<file path="src/rtl/hw_exec_wheel_pkg.sv">
package hw_exec_wheel_pkg;

    localparam int DEF_NUM_REGS = 16;
    localparam int DEF_SLOTS    = 4;
    localparam int DEF_LATENCY  = 2;
    localparam int DEF_WR_PORTS = 1;

    typedef struct packed {
        logic upstream;
        logic ports;
    } stall_src_t;

    typedef enum logic [1:0] {
        WHEEL_RUN      = 2'd0,
        WHEEL_HOLD_WR  = 2'd1,
        WHEEL_HOLD_UP  = 2'd2
    } wheel_mode_e;

    function automatic wheel_mode_e classify(input stall_src_t s);
        if (s.ports)         return WHEEL_HOLD_WR;
        else if (s.upstream) return WHEEL_HOLD_UP;
        else                 return WHEEL_RUN;
    endfunction

endpackage

</file>
<file path="src/rtl/hw_slot_ring.sv">
module hw_slot_ring #(
    parameter int NREGS   = 16,
    parameter int SLOTS   = 4,
    parameter int LATENCY = 2
) (
    input  logic             clk,
    input  logic             rst,
    input  logic             advance,
    input  logic             ins_en,
    input  logic [NREGS-1:0] ins_mask,
    input  logic [NREGS-1:0] keep_mask,
    output logic [NREGS-1:0] due_mask
);
    localparam int PTR_W = (SLOTS > 1) ? $clog2(SLOTS) : 1;
    localparam logic [PTR_W-1:0] LAT_P = PTR_W'(LATENCY);

    logic [NREGS-1:0] slot_q [SLOTS];
    logic [PTR_W-1:0] head_q;
    logic [PTR_W-1:0] tgt_ptr;

    assign tgt_ptr  = head_q + LAT_P;
    assign due_mask = slot_q[head_q];

    always_ff @(posedge clk) begin
        if (rst) begin
            head_q <= '0;
            for (int i = 0; i < SLOTS; i++) begin
                slot_q[i] <= '0;
            end
        end else begin
            for (int i = 0; i < SLOTS; i++) begin
                if (PTR_W'(i) == head_q) begin
                    slot_q[i] <= advance ? '0 : keep_mask;
                end else if (ins_en && PTR_W'(i) == tgt_ptr) begin
                    slot_q[i] <= slot_q[i] | ins_mask;
                end
            end
            if (advance) begin
                head_q <= head_q + 1'b1;
            end
        end
    end
endmodule

</file>
<file path="src/rtl/hw_port_arb.sv">
module hw_port_arb #(
    parameter int NREGS = 16,
    parameter int PORTS = 1
) (
    input  logic [NREGS-1:0] pend,
    output logic [NREGS-1:0] grant,
    output logic [NREGS-1:0] left
);
    logic [NREGS-1:0] rem   [PORTS+1];
    logic [NREGS-1:0] pick  [PORTS];

    assign rem[0] = pend;

    for (genvar p = 0; p < PORTS; p++) begin : g_port
        assign pick[p]  = rem[p] & (~rem[p] + 1'b1);
        assign rem[p+1] = rem[p] & ~pick[p];
    end

    always_comb begin
        grant = '0;
        for (int p = 0; p < PORTS; p++) begin
            grant = grant | pick[p];
        end
    end

    assign left = rem[PORTS];
endmodule

</file>
<file path="src/rtl/hw_stall_join.sv">
module hw_stall_join
    import hw_exec_wheel_pkg::*;
(
    input  logic        port_short,
    input  logic        upstream_stall,
    input  logic        issue_valid,
    output logic        stall,
    output logic        advance,
    output logic        ins_en,
    output wheel_mode_e mode
);
    stall_src_t src;

    assign src.ports    = port_short;
    assign src.upstream = upstream_stall;
    assign mode         = classify(src);
    assign stall        = (mode != WHEEL_RUN);
    assign advance      = !stall;
    assign ins_en       = issue_valid && !stall;
endmodule

</file>
<file path="src/rtl/hw_exec_wheel.sv">
module hw_exec_wheel
    import hw_exec_wheel_pkg::*;
#(
    parameter int NUM_REGS = DEF_NUM_REGS,
    parameter int SLOTS    = DEF_SLOTS,
    parameter int LATENCY  = DEF_LATENCY,
    parameter int WR_PORTS = DEF_WR_PORTS
) (
    input  logic                clk,
    input  logic                rst,
    input  logic                issue_valid,
    input  logic [NUM_REGS-1:0] issue_dst,
    input  logic                upstream_stall,
    output logic [NUM_REGS-1:0] retire_mask,
    output logic                stall_out
);
    logic [NUM_REGS-1:0] due;
    logic [NUM_REGS-1:0] granted;
    logic [NUM_REGS-1:0] leftover;
    logic                advance;
    logic                ins_en;
    logic                short_ports;
    wheel_mode_e         mode;

    hw_slot_ring #(
        .NREGS   (NUM_REGS),
        .SLOTS   (SLOTS),
        .LATENCY (LATENCY)
    ) u_ring (
        .clk       (clk),
        .rst       (rst),
        .advance   (advance),
        .ins_en    (ins_en),
        .ins_mask  (issue_dst),
        .keep_mask (leftover),
        .due_mask  (due)
    );

    hw_port_arb #(
        .NREGS (NUM_REGS),
        .PORTS (WR_PORTS)
    ) u_arb (
        .pend  (due),
        .grant (granted),
        .left  (leftover)
    );

    assign short_ports = |leftover;

    hw_stall_join u_join (
        .port_short     (short_ports),
        .upstream_stall (upstream_stall),
        .issue_valid    (issue_valid),
        .stall          (stall_out),
        .advance        (advance),
        .ins_en         (ins_en),
        .mode           (mode)
    );

    assign retire_mask = granted;
endmodule

</file>
<file path="config.mk">
export PLATFORM = sky130hd
export DESIGN_NAME = hw_exec_wheel
export DESIGN_NICKNAME = d
export VERILOG_FILES = /design/src/rtl/hw_exec_wheel_pkg.sv /design/src/rtl/hw_slot_ring.sv /design/src/rtl/hw_port_arb.sv /design/src/rtl/hw_stall_join.sv /design/src/rtl/hw_exec_wheel.sv
export SDC_FILE = /design/constraint.sdc
export NUM_CORES = 1
export LEC_CHECK = 0
export BUFFER_PORTS_ARGS = -buffer_cell sky130_fd_sc_hd__buf_2
export CAP_MARGIN = 30
export CORE_AREA = 2 2 79 100
export CTS_CLUSTER_DIAMETER = 150
export DETAILED_ROUTE_END_ITERATION = 8
export DIE_AREA = 0 0 81 102
export PLACE_DENSITY = 0.73
export SETUP_SLACK_MARGIN = 0.3
export SLEW_MARGIN = 30
export SYNTH_ARGS = -nofsm -noshare
export SYNTH_HDL_FRONTEND = slang
export SYNTH_SLANG_ARGS = --single-unit
</file>
<file path="constraint.sdc">
create_clock -name clk -period 4.3 [get_ports clk]
set_clock_uncertainty 0.15 [all_clocks]
set_input_delay 0.645 -clock clk [delete_from_list [all_inputs] [get_ports clk]]
set_output_delay 0.645 -clock clk [all_outputs]
set_load 0.01 [all_outputs]
</file>
==> metrics.cfg <==
[yosys]
synth_area_um2 = 3890
synth.ff_latch_count = 68
synthCells = 369
synth_area_leaders = edfxtp_1 49%, mux4_2 9.3%, nor2_1 6.8%
async_flop_share_pct = 0
yosysTopAreaCell = edfxtp_1
synth_edf_count = 64
syn_avg_cell_area_um2 = 10.6
synthDistinctLibCells = 47
yosys_warnings = 0
synth_fp_nets = 393
synth_flop_cell = edfxtp_1
netlist.area_leader.share_pct = 49.4
synth-seq-area-share_pct = 51.4

[layout]
fin_area_um2 = 4580
area_growth_pct = 17.5
antenna_cells = 0
nets = 449
final_util_pct = 63.0
layoutNonFillerInstCount = 522
nFillCells = 610
drive_gt1_share_pct = 26.3

[setup_path]
cp_max_fo = 8
path_cells = bufbuf_16, mux4_2, or3_4, o41ai_2, buf_4, and4b_1, and2_4, and2_1, inv_1, buf_2
rr_worst_depth = 10
cp.buffers_inverters = 4
endpoint_kind = output pin
worstSetupPathType = flop to output pin
max_stage_delay_ps = 510
crit_cells = 10
cp_top_family = simple AND/OR/NAND/NOR gates
cp.arrival_ps = 3260
cp-start-kind = flop
crit_required_ps = 3500
slowest_stage = mux4_2

[route]
routedWlPerCell_um = 21.0
drtIter0Drc = 559
wl_met3_um = 955
final_antenna_net_count = 0
vias = 3331
wl_met1_mm = 4.29
wl_met2_mm = 5.43
drc = 0
routed_via_density = 6.38
firstDrtPassIters = 5
postRouteWirelength_mm = 11.0
topRoutingLayerUsed = met4

[run_status]
status = finished clean

[power_and_ir_drop]
power_mw = 3.39
p_leak_nw = 1.76
p_comb_share_pct = 53.7
switching_share_pct = 41.6
p_sw_mw = 1.41
p_per_area_nw_per_um2 = 742
seqPwrFrac_pct = 31.1
p_int_mw = 1.98
clockPowerShare_pct = 15.3
vdd_drop_max_mv = 0.531

[floorplanning]
die_w_um = 81
core_um2 = 7270
die_h_um = 102
io_pins = 37
dieArea_um2 = 8260
start_util_pct = 53.6
row_count = 35

[sta]
relSlewSlack_pct = 44.6
finalHoldViolCount = 0
finalSetupTns_ps = 0
slew_violations = 0
fmax_ghz = 0.247
final.setup.worst_slack_ps = 247
fin_crit_ps = 4050
whs_ps = 439
rsz0062_at_grt = true
setup_violations = 0
worst_pin_slew_ps = 830
finalCritPeriodShare_pct = 94.3

[place]
portBuffers = 36
preCtsSetupSlack_ps = 54.7
placed_cells = 494
place.gp.congestion = 0.886
place_area_um2 = 4220
hpwlAfterDp_mm = 7.17

[flow_run]
drv_cap = 0

[grt]
grt_max_degree = 17
grtUsageTotal_pct = 28.3
antenna_found_initial = 0
grt_pass1_vias = 3263
grt-ovfl-total = 0
grt_pass1_wl_mm = 17.0

[clocking]
clkLatencyLatePin_ps = 350
cts_max_path_buffers = 2
cts.clk_slew.worst_paths_ps = 70
clock_tree.root_cell = clkbuf_8
hold_buffers = 0
h-tree-depth = 3
cts_sinks = 68
cts_tree = yes
cts_buffers = 9

[hold_path]
hp-class = flop to flop
whs_path_depth = 2

==> placed cells by master, fill, tap and decap left out, drive strengths merged, types with 2 or more instances in the layout <==
cell type	instances
or4	2
and2	9
edfxtp	64
clkinv	3
dfxtp	4
nand2	44
buf	61
a211o	2
nor2b	7
or3	4
nand4	3
nor3	9
nor3b	4
and3	5
a21boi	2
inv	7
nand2b	5
or2	2
nor2	71
o22ai	24
nor4	4
o21ai	36
a21oi	3
clkbuf	11
a211oi	3
a21o	2
ha	4
nand3	3
o41a	2
mux4	16
==> layout make-up <==
class	instances	area [µm²]	area share [%]
Sequential cell	68	2010	43.8
Clock buffer	11	131	2.87
Inverter	7	26.3	0.574
Tap cell	92	115	2.52
Multi-Input combinational cell	277	1830	40.0
Timing Repair Buffer	62	413	9.02
Clock inverter	5	52.6	1.15
==> worst paths after layout <==
path / slack (ps) / from / end
max: 250 / flop / stall_out
min: 440 / u_ring.slot_q[0][0]$_SDFFCE_PN0P_ / u_ring.slot_q[0][0]$_SDFFCE_PN0P_
max reg2reg: 480 / flop / u_ring.slot_q[0][2]$_SDFFCE_PN0P_
min reg2reg: 440 / u_ring.slot_q[0][0]$_SDFFCE_PN0P_ / u_ring.slot_q[0][0]$_SDFFCE_PN0P_
==> registers in the layout, indices dropped and copies added (netlist names), named ones only <==
register	cells
u_ring.slot_q	64
u_ring.head_q	2
==> timing repair <==
action	4_1_cts	5_1_grt
endpoints found under the setup margin	74	17
gates cloned	1	0
pin swaps	6	0
resized for setup	14	2
buffers inserted	11	0
==> cells by family (layout without fill, tap and decap cells) <==
kind of cell / Yosys count / in the layout / share of synthesized area, %
simple gates: 176 / 176 / 21.6
flops: 68 / 68 / 51.4
fa+ha+maj: 5 / 5 / 1.54
compound gates: 80 / 80 / 13.2
buf+inv: 24 / 85 / 2.99
mux: 16 / 16 / 9.25
==> worst register-to-register path: stages, from the launching register on <==
cell       delay [ps]
dfxtp_4           370
bufbuf_16         280
mux4_2            580
or2_4             330
or3_4             410
nor3b_1           190
nor4b_4           370
buf_4             220
and3_1            190
a211o_1           130
buf_4             270
==> layer usage <==
metal	global-route usage, %	vias to the layer above
met5	0	-
met4	13.3	0
met3	5.65	27
met2	46.0	200
met1	36.5	1614
li1	-	1490
==> power by group through the flow <==
stage / logic, mW / registers [mW] / clock network, mW
after floorplan: 1.10 / 1.02 / 0
after global placement: 1.50 / 1.05 / 0
after detailed placement: 1.54 / 1.06 / 0
after CTS: 1.76 / 1.05 / 0.522
after global routing: 1.95 / 1.07 / 0.550
final: 1.82 / 1.05 / 0.518
==> cell usage after synthesis (2+ instances only) <==
library cell / n
a211o_1: 2
a211oi_1: 3
a21boi_1: 2
a21o_1: 2
a21oi_1: 3
and2_1: 9
and3_1: 5
buf_1: 5
buf_2: 3
buf_6: 3
clkbuf_1: 6
dfxtp_1: 4
edfxtp_1: 64
ha_1: 4
inv_1: 7
mux4_2: 16
nand2_1: 44
nand2b_1: 5
nand3_1: 3
nand4_1: 3
nor2_1: 71
nor2b_1: 7
nor3_1: 8
nor3b_1: 4
nor4_1: 4
o21ai_0: 33
o21ai_1: 3
o22ai_1: 21
o22ai_2: 3
o41a_1: 2
or3_1: 4
Power figures use the tool's default switching activity.
